<file path="src/rtl/tmr24_pkg.sv">
package tmr24_pkg;

    localparam int ADDR_W = 8;

    typedef enum logic [1:0] {
        MODE_IVAL  = 2'd0,
        MODE_PULSE = 2'd1,
        MODE_WDOG  = 2'd2,
        MODE_OFF   = 2'd3
    } tmr_mode_e;

    localparam logic [ADDR_W-1:0] OFF_CTRL  = 8'h00;
    localparam logic [ADDR_W-1:0] OFF_STAT  = 8'h04;
    localparam logic [ADDR_W-1:0] OFF_CMPA  = 8'h08;
    localparam logic [ADDR_W-1:0] OFF_CMPB  = 8'h0C;
    localparam logic [ADDR_W-1:0] OFF_IVAL  = 8'h10;
    localparam logic [ADDR_W-1:0] OFF_DIV   = 8'h20;
    localparam logic [ADDR_W-1:0] OFF_PULSE = 8'h30;
    localparam logic [ADDR_W-1:0] OFF_WDOG  = 8'h40;
    localparam logic [ADDR_W-1:0] OFF_COUNT = 8'hF0;

    localparam logic [7:0] CTRL_WMASK = 8'hEF;

endpackage

</file>
<file path="src/rtl/tmr24_prescale.sv">
module tmr24_prescale #(
    parameter int DIV_W = 3
) (
    input  logic             clk,
    input  logic             rst_n,
    input  logic             int_tick,
    input  logic             ext_tick,
    input  logic             ext_sel,
    input  logic             div_en,
    input  logic [DIV_W-1:0] div_sel,
    output logic             cnt_tick
);
    localparam int PRE_W = 1 << DIV_W;

    logic [PRE_W-1:0] pre_q;
    logic [PRE_W:0]   span;
    logic [PRE_W:0]   last;
    logic             use_div;
    logic             wrap;

    // span = 2^(1+div_sel) internal strobes per count
    always_comb begin
        span    = (PRE_W+1)'(2) << div_sel;
        last    = span - 1'b1;
        use_div = !ext_sel && div_en;
        wrap    = (pre_q == last[PRE_W-1:0]);
    end

    always_ff @(posedge clk or negedge rst_n) begin
        if (!rst_n)          pre_q <= '0;
        else if (!use_div)   pre_q <= '0;
        else if (int_tick)   pre_q <= wrap ? '0 : pre_q + 1'b1;
    end

    always_comb begin
        if (ext_sel)      cnt_tick = ext_tick;
        else if (div_en)  cnt_tick = int_tick && wrap;
        else              cnt_tick = int_tick;
    end
endmodule

</file>
<file path="src/rtl/tmr24_core.sv">
module tmr24_core
    import tmr24_pkg::*;
#(
    parameter int CNT_W = 24
) (
    input  logic             clk,
    input  logic             rst_n,
    input  logic             cnt_tick,
    input  tmr_mode_e        mode,
    input  logic             cen,
    input  logic             wdis,
    input  logic             zclr,
    input  logic [CNT_W-1:0] cmp_a,
    input  logic [CNT_W-1:0] cmp_b,
    input  logic             cnt_clr,
    input  logic             st_clr,
    input  logic [3:0]       irq_en,
    output logic [CNT_W-1:0] cnt_q,
    output logic [3:0]       st_q,
    output logic             ff_q,
    output logic             irq_q
);
    logic [CNT_W-1:0] nxt;
    logic [CNT_W-1:0] cnt_d;
    logic [3:0]       st_set;
    logic [3:0]       st_d;
    logic             flip;

    // next-state logic: trip rules per mode
    always_comb begin
        nxt    = cnt_q + 1'b1;
        cnt_d  = cnt_q;
        st_set = '0;
        flip   = 1'b0;
        if (cnt_tick) begin
            unique case (mode)
                MODE_IVAL: begin
                    if (cen && cnt_q != cmp_a) begin
                        if (nxt == cmp_a) begin
                            st_set[0] = 1'b1;
                            cnt_d     = zclr ? '0 : nxt;
                        end else begin
                            cnt_d = nxt;
                        end
                    end
                end
                MODE_PULSE: begin
                    if (cen) begin
                        if (nxt == cmp_a) begin
                            flip      = 1'b1;
                            st_set[1] = 1'b1;
                            cnt_d     = nxt;
                        end else if (nxt == cmp_b) begin
                            flip      = 1'b1;
                            st_set[2] = 1'b1;
                            cnt_d     = '0;
                        end else begin
                            cnt_d = nxt;
                        end
                    end
                end
                MODE_WDOG: begin
                    if (cen || !wdis) begin
                        if (nxt == cmp_a) begin
                            st_set[3] = 1'b1;
                            cnt_d     = '0;
                        end else begin
                            cnt_d = nxt;
                        end
                    end
                end
                MODE_OFF: begin
                    cnt_d = cnt_q;
                end
            endcase
        end
        st_d = (st_clr ? 4'd0 : st_q) | st_set;
    end

    // state register
    always_ff @(posedge clk or negedge rst_n) begin
        if (!rst_n) begin
            cnt_q <= '0;
            st_q  <= '0;
        end else begin
            cnt_q <= cnt_clr ? '0 : cnt_d;
            st_q  <= st_d;
        end
    end

    // outputs
    always_ff @(posedge clk or negedge rst_n) begin
        if (!rst_n) begin
            ff_q  <= 1'b0;
            irq_q <= 1'b0;
        end else begin
            ff_q  <= ff_q ^ flip;
            irq_q <= |(st_d & irq_en);
        end
    end
endmodule

</file>
<file path="src/rtl/tmr24_top.sv">
module tmr24_top
    import tmr24_pkg::*;
#(
    parameter int CNT_W = 24,
    parameter int DIV_W = 3
) (
    input  logic        clk,
    input  logic        rst_n,
    input  logic        bus_sel,
    input  logic        bus_wr,
    input  logic [7:0]  bus_addr,
    input  logic [3:0]  bus_be,
    input  logic [31:0] bus_wdata,
    output logic [31:0] bus_rdata,
    input  logic        int_tick,
    input  logic        ext_tick,
    output logic        irq,
    output logic        ff_out
);
    localparam int NLANE = CNT_W / 8;

    logic [7:0]       ctrl_q;
    logic [CNT_W-1:0] cmp_a_q, cmp_b_q, cmp_a_d, cmp_b_d;
    logic             iv_ie, iv_zc;
    logic [DIV_W-1:0] div_q;
    logic             pa_ie, pb_ie, ffi_q;
    logic             wd_ie, wd_dis, wd_spare;
    logic [CNT_W-1:0] cnt_q;
    logic [3:0]       st_q;
    logic             cnt_tick, cnt_clr, st_clr, wen;
    tmr_mode_e        mode;

    assign wen     = bus_sel && bus_wr;
    assign mode    = tmr_mode_e'(ctrl_q[1:0]);
    assign cnt_clr = wen && bus_addr == OFF_CTRL && bus_be[0]
                     && !bus_wdata[7] && bus_wdata[5];
    assign st_clr  = wen && bus_addr == OFF_STAT && bus_be[0];

    always_comb begin
        cmp_a_d = cmp_a_q;
        cmp_b_d = cmp_b_q;
        for (int l = 0; l < NLANE; l++) begin
            if (bus_be[l]) begin
                cmp_a_d[l*8 +: 8] = bus_wdata[l*8 +: 8];
                cmp_b_d[l*8 +: 8] = bus_wdata[l*8 +: 8];
            end
        end
    end

    always_ff @(posedge clk or negedge rst_n) begin
        if (!rst_n) begin
            ctrl_q   <= '0;
            cmp_a_q  <= '1;
            cmp_b_q  <= '1;
            iv_ie    <= 1'b0;
            iv_zc    <= 1'b0;
            div_q    <= '0;
            pa_ie    <= 1'b0;
            pb_ie    <= 1'b0;
            ffi_q    <= 1'b0;
            wd_ie    <= 1'b0;
            wd_dis   <= 1'b0;
            wd_spare <= 1'b0;
        end else if (wen) begin
            unique case (bus_addr)
                OFF_CTRL: if (bus_be[0]) ctrl_q <= bus_wdata[7:0] & CTRL_WMASK;
                OFF_CMPA: cmp_a_q <= cmp_a_d;
                OFF_CMPB: cmp_b_q <= cmp_b_d;
                OFF_IVAL: begin
                    if (bus_be[1]) iv_ie <= bus_wdata[15];
                    if (bus_be[0]) iv_zc <= bus_wdata[0];
                end
                OFF_DIV:  if (bus_be[0]) div_q <= bus_wdata[DIV_W-1:0];
                OFF_PULSE: begin
                    if (bus_be[1]) begin
                        pb_ie <= bus_wdata[15];
                        pa_ie <= bus_wdata[14];
                    end
                    if (bus_be[0]) ffi_q <= bus_wdata[0];
                end
                OFF_WDOG: begin
                    if (bus_be[1]) wd_ie <= bus_wdata[15];
                    if (bus_be[0]) begin
                        wd_dis   <= bus_wdata[7];
                        wd_spare <= bus_wdata[0];
                    end
                end
                default: ;
            endcase
        end
    end

    always_comb begin
        unique case (bus_addr)
            OFF_CTRL:  bus_rdata = {24'd0, ctrl_q};
            OFF_STAT:  bus_rdata = {28'd0, st_q};
            OFF_CMPA:  bus_rdata = 32'(cmp_a_q);
            OFF_CMPB:  bus_rdata = 32'(cmp_b_q);
            OFF_IVAL:  bus_rdata = {16'd0, iv_ie, 14'd0, iv_zc};
            OFF_DIV:   bus_rdata = 32'(div_q);
            OFF_PULSE: bus_rdata = {16'd0, pb_ie, pa_ie, 13'd0, ffi_q};
            OFF_WDOG:  bus_rdata = {16'd0, wd_ie, 7'd0, wd_dis, 6'd0, wd_spare};
            OFF_COUNT: bus_rdata = 32'(cnt_q);
            default:   bus_rdata = 32'd0;
        endcase
    end

    tmr24_prescale #(.DIV_W(DIV_W)) u_pre (
        .clk      (clk),
        .rst_n    (rst_n),
        .int_tick (int_tick),
        .ext_tick (ext_tick),
        .ext_sel  (ctrl_q[2]),
        .div_en   (ctrl_q[6]),
        .div_sel  (div_q),
        .cnt_tick (cnt_tick)
    );

    tmr24_core #(.CNT_W(CNT_W)) u_core (
        .clk      (clk),
        .rst_n    (rst_n),
        .cnt_tick (cnt_tick),
        .mode     (mode),
        .cen      (ctrl_q[7]),
        .wdis     (wd_dis),
        .zclr     (iv_zc),
        .cmp_a    (cmp_a_q),
        .cmp_b    (cmp_b_q),
        .cnt_clr  (cnt_clr),
        .st_clr   (st_clr),
        .irq_en   ({wd_ie, pb_ie, pa_ie, iv_ie}),
        .cnt_q    (cnt_q),
        .st_q     (st_q),
        .ff_q     (ff_out),
        .irq_q    (irq)
    );
endmodule

</file>
<file path="config.mk">
export PLATFORM = sky130hd
export DESIGN_NAME = tmr24_top
export DESIGN_NICKNAME = d
export VERILOG_FILES = /design/src/rtl/tmr24_pkg.sv /design/src/rtl/tmr24_prescale.sv /design/src/rtl/tmr24_core.sv /design/src/rtl/tmr24_top.sv
export SDC_FILE = /design/constraint.sdc
export NUM_CORES = 1
export LEC_CHECK = 0
export BUFFER_PORTS_ARGS = -buffer_cell sky130_fd_sc_hd__buf_2
export CAP_MARGIN = 20
export CORE_UTILIZATION = 60
export DETAILED_ROUTE_END_ITERATION = 10
export GPL_TIMING_DRIVEN = 0
export HOLD_SLACK_MARGIN = 0.12
export PLACE_DENSITY_LB_ADDON = 0.15
export SYNTH_ARGS = -nofsm -noshare
export SYNTH_HDL_FRONTEND = slang
export SYNTH_SLANG_ARGS = --single-unit
</file>
<file path="constraint.sdc">
create_clock -name clk -period 8.7 [get_ports clk]
set_clock_uncertainty 0.1 [all_clocks]
set_input_delay 0.87 -clock clk [delete_from_list [all_inputs] [get_ports clk]]
set_output_delay 0.87 -clock clk [all_outputs]
set_load 0.03 [all_outputs]
</file>
==> impl_metrics.py, run 1 <==
metrics = {
    "status": {
        "run_status": "finished, final reports clean",
    },
    "route": {
        "vias": 6677,
        "post_drt_wl_per_cell_um": 22.05,
        "ant_nets": 0,
        "via_per_inst": 6.527,
        "drcViolationCount": 0,
        "drt_iter0_markers": 543,
        "wl_um": 22560,
        "first_pass_iters": 5,
    },
    "setup_path": {
        "crit_required_ns": 8.86,
        "crit_cells": 12,
        "critPathBufInv": 2,
        "worstPathArrival_ns": 4.81,
        "endpoint_kind": "flop",
        "critPathLaunchType": "flop",
        "cp_top_family": "simple AND/OR/NAND/NOR gates",
        "r2r_start": "u_core.cnt_q[1]",
        "r2r_cells": 12,
        "crit_fanout": 10,
        "r2r_setup_slack_ns": 4.04,
        "r2r-end": "u_core.cnt_q[17]",
        "crit_type": "flop to flop",
        "slowest_delay_ns": 0.69,
        "critPathSlowestCell": "nor4b_1",
        "crit_chain": "ha_1, nand3_1, clkbuf_1, nor3_2, xnor2_1, a21oi_1, a2111oi_1, nand4_1, nor4b_1, buf_2, a211oi_1, a21o_1",
    },
    "die": {
        "design.core.area_um2": 12010,
        "die-area_um2": 12760,
        "die_h_um": 113.0,
        "initial_core_util_pct": 61.51,
        "io_pins": 84,
        "rows": 40,
        "die-width_um": 113.0,
    },
    "sta": {
        "setup_viol": 0,
        "worst_slack_ns": 4.041,
        "hold_violations": 0,
        "worst_slew_pin_slew_ns": 1.099,
        "relSlewSlack_pct": 26.49,
        "fin_crit_ns": 4.659,
        "fin_setup_tns_ns": 0,
        "rsz0062_at_grt": "no",
        "max_freq_ghz": 0.2147,
        "post-route-period-util_pct": 53.55,
        "report.final.slew_viol_count": 0,
    },
    "clock_network": {
        "h-tree-depth": 3,
        "insertion_delay_ns": 0.36,
        "cts_root_buffer": "clkbuf_16",
        "postCtsSetupBuffers": 0,
        "numCtsBuffers": 9,
        "postCtsHoldBufs": 0,
        "cts_tree": "done",
        "path_clk_slew_ns": 0.07,
        "cts_resized": 0,
        "cts_buffer_depth": 2,
        "cts.sinks": 104,
    },
    "power_and_ir_drop": {
        "peakVddDrop_mv": 0.1024,
        "total_power_mw": 1.104,
        "powerDensity_nw_per_um2": 133.0,
        "p_leak_nw": 3.720,
    },
    "grt": {
        "grt_pass1_wl_um": 35780,
        "grtUsageTotal_pct": 37.13,
        "grt_max_degree": 58,
        "gr-total-overflow": 0,
        "grt_antenna_before_repair": 0,
        "grt_pass1_vias": 6625,
    },
    "placed_design": {
        "place.gp.congestion": 0.9493,
        "place_hpwl_um": 16840,
        "io_buffers": 64,
        "place_ws_ns": 4.046,
        "dpl_cell_area_um2": 7959,
    },
    "flow_run": {
        "cap_violations": 0,
    },
    "yosys": {
        "synth_top_area_cell": "dfrtp_1",
        "async_reset_ff_share_pct": 100.0,
        "synth_edf_count": 0,
        "synth_ff_type": "dfrtp_1",
        "yosysWarnings": 0,
        "syn_area_per_cell_um2": 9.400,
        "synthCells": 786,
        "yosysTopAreaCellShare_pct": 18.97,
        "yosys-top-cells-area": "dfrtp_1, dfstp_2, mux2_2",
        "syn_area_um2": 7388,
        "synth-seq-cells": 104,
        "ys_seq_area_share_pct": 36.04,
        "synth_cell_types": 77,
    },
    "final_layout": {
        "area_growth_pct": 12.35,
        "num-fill-cells": 955,
        "final_area_um2": 8300,
        "fin_util_pct": 69.10,
        "layout_common_cells": "buf_2, nand2_1, mux2_2",
        "antenna_cells": 0,
        "layout.nets": 927,
        "multi_input_area_um2": 4357,
        "register_area_um2": 2663,
        "final_common_cell": "buf_2",
        "drive_above_1_share_pct": 29.11,
    },
    "hold_path": {
        "hp-start": "u_core.ff_q",
        "min_path_type": "flop to flop",
        "whs_endpoint": "u_core.ff_q",
        "holdPathStages": 1,
    },
}
==> report_power, final <==
group	total [mW]	switching (mW)	internal, mW
logic	0.134	0.0843	0.0496
registers	0.507	0.0103	0.496
clock network	0.464	0.199	0.264
total	1.10	0.294	0.810
==> state kept, by name, indices dropped and copies added (netlist names), 3 cells and up <==
name,count
cmp_a_q,24
cmp_b_q,24
ctrl_q,7
div_q,3
u_core.cnt_q,24
u_core.st_q,4
u_pre.pre_q,8
==> final cells by class <==
cell class                      instances  share of cell area [%]
Buffer                                 60                   4.145
Inverter                               15                  0.6783
Timing Repair Buffer                   67                   4.341
Sequential cell                       104                   32.08
Multi-Input combinational cell        614                   52.49
Clock inverter                          6                   1.176
Clock buffer                           10                   2.879
Tap cell                              147                   2.216
==> worst register-to-register path: cells and delay by family (launching register included) <==
family                   cells  cell delay, ns
adder cells (fa/ha/maj)      1            0.33
flip-flops                   1            0.50
AND/OR/NAND/NOR              4            1.91
buffers and inverters        2            0.72
XOR/XNOR                     1            0.18
AO/OA/AOI/OAI                4            0.82
==> worst max path at each step <==
stage / start / end / slack, ns
6_report: u_core.cnt_q[1] / u_core.cnt_q[17] / 4.04
5_1_grt: u_core.cnt_q[1] / u_core.cnt_q[23] / 3.82
4_1_cts: u_core.cnt_q[1] / u_core.cnt_q[23] / 4.19
3_5_place_dp: bus_addr[7] / u_core.cnt_q[17] / 4.05
3_3_place_gp: bus_addr[7] / u_core.cnt_q[8] / 4.15
2_1_floorplan: bus_addr[7] / bus_rdata[10] / 5.16
==> stage by stage <==
stage	std cells	hold slack, ns
2_1_floorplan	793	0.3683
5_1_grt	1023	0.4139
4_1_cts	1022	0.3765
3_3_place_gp	1004	0.3514
6_report	1023	0.3767
3_5_place_dp	1006	0.3626
==> logic make-up (layout without fill, tap and decap cells) <==
family / after synthesis / in the layout / share of synthesized area (%)
AOI/OAI and AO/OA: 153 / 153 / 13.89
buffers and inverters: 75 / 158 / 5.419
adders and majority gates: 6 / 6 / 1.016
DFF: 104 / 104 / 36.04
and+or+nand+nor: 278 / 278 / 20.81
other: 1 / 8 / 0.05076
xor gates and xnor gates: 70 / 70 / 8.298
muxes: 99 / 99 / 14.48
==> routing by layer <==
layer / vias to the layer above / GRT usage (%) / part of all wire, %
met2: 312 / 61.89 / 47
met3: 72 / 6.588 / 6.8
met4: 0 / 19.21 / 4.6
li1: 3039 / - / -
met5: - / 0 / 0
met1: 3254 / 46.39 / 41
==> Yosys cell counts (3+ instances only) <==
library cell and count:
a211oi_1 9, a21o_1 13, a21oi_1 11, a221o_1 6, a22oi_1 4, a31o_1 3
a31o_2 3, a31oi_1 13, and2_1 4, and3_1 15, and4_1 5, buf_2 16
buf_4 16, buf_6 5, clkbuf_1 20, dfrtp_1 56, dfstp_2 48, ha_1 6
inv_1 15, mux2_2 63, mux2i_1 36, nand2_1 70, nand2b_1 11, nand3_1 39
nand4_1 16, nand4b_1 5, nor2_1 32, nor2b_1 5, nor3_1 21, nor3b_1 7
nor4_1 13, o211ai_1 4, o21ai_0 56, o22ai_1 4, o31ai_1 5, or2_2 4
or3_1 8, or4_1 3, xnor2_1 39, xor2_1 31
No activity file was read; power rests on OpenSTA's default activity.
==> run 2, diff against run 1 <==
CORE_UTILIZATION = 54   (was 60)
clock period = 4.1 ns   (was 8.7 ns; I/O delays follow)
==> run 2 against run 1 <==
Net effect: utilization is 5.7 points lower; design area increased by 1.6%; combinational power is 120% higher; hold slack worse by 0.19 ns; routed wire length grew 2.5%; clock power rose by 110%; fmax up 17%; global-route usage fell by 3.0 points; critical path depth down 2; critical path type unchanged; largest power group unchanged.
==> impl_metrics.py, run 2 (same netlist as run 1, synthesis figures left out) <==
metrics = {
    "placed_design": {
        "place_hpwl_um": 17230,
        "io_buffers": 64,
        "dpl_cell_area_um2": 7995,
        "place.gp.congestion": 0.9842,
    },
    "final_layout": {
        "drive_above_1_share_pct": 30.41,
        "layout_common_cells": "buf_2, nand2_1, mux2_2",
        "area_growth_pct": 14.16,
        "reg_top3": "cmp_a_q x24, cmp_b_q x24, u_core.cnt_q x24",
        "final_area_um2": 8434,
        "register_area_um2": 2664,
        "layout.nets": 929,
        "antenna_cells": 0,
        "final_common_cell": "buf_2",
        "multi_input_area_um2": 4443,
        "num-fill-cells": 1162,
    },
    "route": {
        "drcViolationCount": 0,
        "drt_iter0_markers": 485,
        "first_pass_iters": 5,
        "vias": 6595,
        "via_per_inst": 6.257,
        "post_drt_wl_per_cell_um": 21.93,
        "wl_um": 23120,
        "ant_nets": 0,
    },
    "setup_path": {
        "critPathBufInv": 2,
        "endpoint_kind": "flop",
        "crit_chain": "clkbuf_1, xor2_1, nor4_1, nand4_1, nor3_1, nand2_1, a31oi_1, clkbuf_1, a31oi_1, mux2i_1",
        "r2r_setup_slack_ns": 0.11,
        "crit_fanout": 10,
        "r2r_cells": 10,
        "r2r_start": "u_core.cnt_q[12]",
        "critPathSlowestCell": "a31oi_1",
        "crit_required_ns": 4.28,
        "r2r-end": "u_core.cnt_q[3]",
        "worstPathArrival_ns": 4.17,
        "crit_type": "flop to flop",
        "cp_top_family": "simple AND/OR/NAND/NOR gates",
        "slowest_delay_ns": 0.64,
        "critPathLaunchType": "flop",
    },
    "clock_network": {
        "cts_root_buffer": "clkbuf_16",
        "insertion_delay_ns": 0.36,
        "h-tree-depth": 3,
        "cts_buffer_depth": 2,
        "path_clk_slew_ns": 0.07,
        "numCtsBuffers": 9,
        "cts.sinks": 104,
        "cts_tree": "done",
    },
    "sta": {
        "post-route-period-util_pct": 97.35,
        "fin_crit_ns": 3.991,
        "holdWs_ns": 0.1827,
        "rsz0062_at_grt": "no",
        "setup_viol": 0,
        "report.final.slew_viol_count": 0,
        "worst_slew_pin_slew_ns": 1.025,
        "max_freq_ghz": 0.2505,
        "relSlewSlack_pct": 31.42,
        "hold_violations": 0,
    },
    "die": {
        "die-width_um": 119.0,
        "initial_core_util_pct": 55.57,
        "design.core.area_um2": 13300,
        "die_h_um": 119.0,
        "rows": 42,
        "io_pins": 84,
        "die-area_um2": 14150,
    },
    "grt": {
        "grtUsageTotal_pct": 34.11,
        "grt_pass1_wl_um": 36470,
        "grt_max_degree": 62,
        "grt_pass1_vias": 6397,
        "grt_antenna_before_repair": 0,
        "gr-total-overflow": 0,
    },
    "hold_path": {
        "whs_endpoint": "cmp_b_q[18]",
        "hp-start": "bus_wdata[18]",
        "min_path_type": "primary input to flop",
        "holdPathStages": 3,
    },
    "power_and_ir_drop": {
        "powerDensity_nw_per_um2": 276.4,
        "peakVddDrop_mv": 0.2137,
        "p_leak_nw": 3.788,
    },
    "flow_run": {
        "cap_violations": 0,
    },
    "status": {
        "run_status": "finished, final reports clean",
    },
}
-- run 2: changes by cell type in the layout (fill, tap and decap cells not counted), sizes merged --
cell / before / now
inv: 17 / 16
buf: 106 / 107
clkbuf: 31 / 32
dlygate4sd3: 0 / 1
-- run 2: report_power, final --
group	internal [mW]	leakage (nW)	switching [mW]	total, mW
combinational	0.112	2.36	0.187	0.299
clock	0.553	0.160	0.404	0.957
sequential	1.05	1.27	0.0215	1.08
-- run 2: area by class of cell --
class	count	area share [%]
clock buffers	11	2.878
well taps	176	2.611
multi-input cells	614	52.68
plain buffers	60	4.139
flip-flops and latches	104	31.58
clock inverters	5	0.9346
repair buffers	69	4.510
inverters	15	0.6676
-- run 2: worst register-to-register path, cell delays in order (launching register included) --
cell	delay, ns
dfrtp_1	0.36
clkbuf_1	0.39
xor2_1	0.26
nor4_1	0.53
nand4_1	0.15
nor3_1	0.42
nand2_1	0.13
a31oi_1	0.64
clkbuf_1	0.64
a31oi_1	0.11
mux2i_1	0.20
-- run 2: routing by layer --
layer | global-route usage (%) | wire length, µm
met5 | 0 | 0
met4 | 15.66 | 818
met3 | 4.071 | 1107
met2 | 55.99 | 11340
met1 | 45.09 | 9853
-- run 2: how the worst max path moves through the flow --
stage | start | endpoint | cells after the start
finish | u_core.cnt_q[12] | u_core.cnt_q[3] | 10
global route | u_core.cnt_q[12] | u_core.cnt_q[12] | 10
CTS | u_core.cnt_q[1] | u_core.cnt_q[8] | 13
detailed placement | u_core.cnt_q[1] | u_core.cnt_q[14] | 12
global placement | u_core.cnt_q[1] | u_core.cnt_q[14] | 12
floorplan | u_core.cnt_q[1] | u_core.cnt_q[12] | 13
-- run 2: repair_timing --
item,in CTS,in global routing
gates resized for setup,8,10
buffers inserted,2,0
hold buffers,1,0
hold endpoints to repair,21,0
pin swaps,1,1
setup endpoints to repair,24,24
-- run 2: through the flow --
stage | TNS (ns) | cells | setup slack [ns] | power (mW) | util [%]
5_1_grt | 0 | 1054 | 0.008110 | 2.406 | 63.44
6_report | 0 | 1054 | 0.1086 | 2.331 | 63.44
3_3_place_gp | -5.621 | 1033 | -0.4027 | 1.363 | 59.83
4_1_cts | 0 | 1053 | 0.04936 | 2.336 | 63.08
3_5_place_dp | -7.398 | 1034 | -0.4330 | 1.374 | 60.14
2_1_floorplan | 0 | 793 | 0.7439 | 1.258 | -
==> run 3, diff against run 2 <==
CAP_MARGIN = unset   (was 20)
PLACE_DENSITY_LB_ADDON = 0.2   (was 0.15)
==> run 3 against run 2 <==
Net effect: clock power shrank 5.4%; critical path depth grew 3; cell count about the same; sequential share of layout area increased by 0.15 points; via count rose by 0.89%; critical endpoint is now u_core.cnt_q[18]; largest cell class unchanged.
==> impl_metrics.py, run 3 (same netlist as run 1, synthesis figures left out) <==
metrics = {
    "hold_path": {
        "min_path_type": "primary input to flop",
        "holdPathStages": 3,
        "hp-start": "bus_wdata[18]",
        "whs_endpoint": "cmp_b_q[18]",
    },
    "final_layout": {
        "layout.nets": 928,
        "antenna_cells": 0,
        "drive_above_1_share_pct": 30.22,
        "num-fill-cells": 1143,
        "layout_common_cells": "buf_2, nand2_1, mux2_2",
        "reg_top3": "cmp_a_q x24, cmp_b_q x24, u_core.cnt_q x24",
        "fin_util_pct": 63.14,
        "area_growth_pct": 13.62,
        "final_area_um2": 8394,
        "final_common_cell": "buf_2",
    },
    "route": {
        "via_per_inst": 6.319,
        "wl_met3_um": 1563,
        "drcViolationCount": 0,
        "wl_um": 22330,
        "wl_met2_um": 10990,
        "vias": 6654,
        "top_layer": "met4",
        "first_pass_iters": 5,
        "ant_nets": 0,
        "drt_iter0_markers": 552,
        "met1_length_um": 9085,
        "post_drt_wl_per_cell_um": 21.20,
    },
    "power_and_ir_drop": {
        "powerDensity_nw_per_um2": 270.5,
        "peakVddDrop_mv": 0.3318,
        "p_leak_nw": 3.744,
    },
    "grt": {
        "grt_max_degree": 54,
        "grt_antenna_before_repair": 0,
        "grtUsageTotal_pct": 32.33,
        "grt_pass1_wl_um": 34970,
        "gr-total-overflow": 0,
        "grt_pass1_vias": 6405,
    },
    "placed_design": {
        "dpl_cell_area_um2": 7995,
        "place.gp.congestion": 1.013,
        "place_hpwl_um": 16670,
        "io_buffers": 64,
    },
    "setup_path": {
        "r2r-end": "u_core.cnt_q[18]",
        "r2r_cells": 13,
        "crit_required_ns": 4.23,
        "r2r_setup_slack_ns": 0.21,
        "crit_type": "flop to flop",
        "r2r_start": "u_core.cnt_q[1]",
        "endpoint_kind": "flop",
        "crit_fanout": 10,
        "critPathLaunchType": "flop",
        "worstPathArrival_ns": 4.02,
    },
    "sta": {
        "max_freq_ghz": 0.2572,
        "holdWs_ns": 0.1768,
        "relSlewSlack_pct": 19.57,
        "setup_viol": 0,
        "hold_violations": 0,
        "fin_setup_tns_ns": 0,
        "report.final.slew_viol_count": 0,
        "fin_crit_ns": 3.888,
        "rsz0062_at_grt": "no",
        "worst_slew_pin_slew_ns": 1.197,
        "post-route-period-util_pct": 94.83,
    },
    "die": {
        "die_h_um": 119.0,
        "die-width_um": 119.0,
        "io_pins": 84,
        "initial_core_util_pct": 55.57,
        "rows": 42,
        "die-area_um2": 14150,
        "design.core.area_um2": 13300,
    },
    "clock_network": {
        "cts_root_buffer": "clkbuf_16",
        "path_clk_slew_ns": 0.07,
        "numCtsBuffers": 9,
        "h-tree-depth": 3,
        "cts_buffer_depth": 2,
        "insertion_delay_ns": 0.36,
        "cts_tree": "done",
        "cts.sinks": 104,
    },
    "flow_run": {
        "cap_violations": 0,
    },
    "status": {
        "run_status": "finished, final reports clean",
    },
}
==> run 3: worst max path at each step <==
stage                     slack (ns)          endpoint       startpoint
after floorplan                 0.74  u_core.cnt_q[12]  u_core.cnt_q[1]
after global placement         -0.44  u_core.cnt_q[14]  u_core.cnt_q[1]
after detailed placement       -0.44  u_core.cnt_q[14]      bus_addr[7]
after CTS                       0.02   u_core.cnt_q[8]  u_core.cnt_q[1]
after global routing           0.007  u_core.cnt_q[18]  u_core.cnt_q[1]
final                           0.21  u_core.cnt_q[18]  u_core.cnt_q[1]
==> run 3: final cells by class <==
class                      instances  area, µm²  area share (%)
clock buffer                      10      229.0           2.728
inverter                          15      56.30          0.6707
timing repair buffer              68      375.4           4.472
buffer                            60      347.8           4.144
clock inverter                     6      75.07          0.8943
multi-input combinational        614       4427           52.74
tap                              176      220.2           2.623
sequential                       104       2664           31.73
==> run 3: what timing repair did <==
action,4_1_cts,5_1_grt
endpoints found under the setup margin,24,24
buffers inserted,2,0
hold buffers,1,0
resized for setup,6,11
pin swaps,1,0
hold endpoints to repair,28,0
==> run 3: stage by stage <==
stage	setup WS [ns]	total power [mW]	std cells
finish	0.2121	2.271	1053
global route	0.006998	2.349	1053
CTS	0.02486	2.278	1053
detailed placement	-0.4364	1.371	1034
global placement	-0.4362	1.360	1033
floorplan	0.7439	1.258	793
==> run 3: metal layers <==
layer,global-route usage (%),vias up
met2,54.68,291
met4,13.61,0
li1,-,3035
met1,40.16,3283
met3,6.466,45
met5,0,-
==> run 3: report_power, final <==
part | internal (mW) | switching [mW] | leakage (nW)
sequential | 1.05 | 0.0205 | 1.27
combinational | 0.109 | 0.182 | 2.33
clock | 0.483 | 0.422 | 0.145
total | 1.65 | 0.625 | 3.74
==> run 3: worst max-delay path, stage by stage (launching register included) <==
cell     delay [ns]
dfrtp_2        0.44
ha_2           0.26
nand3_1        0.19
buf_2          0.26
or3_1          0.45
xnor2_1        0.16
nor3_1         0.20
nand3_1        0.24
or4_1          0.58
and3_1         0.18
buf_2          0.16
buf_2          0.22
a31oi_1        0.22
a21oi_1        0.10
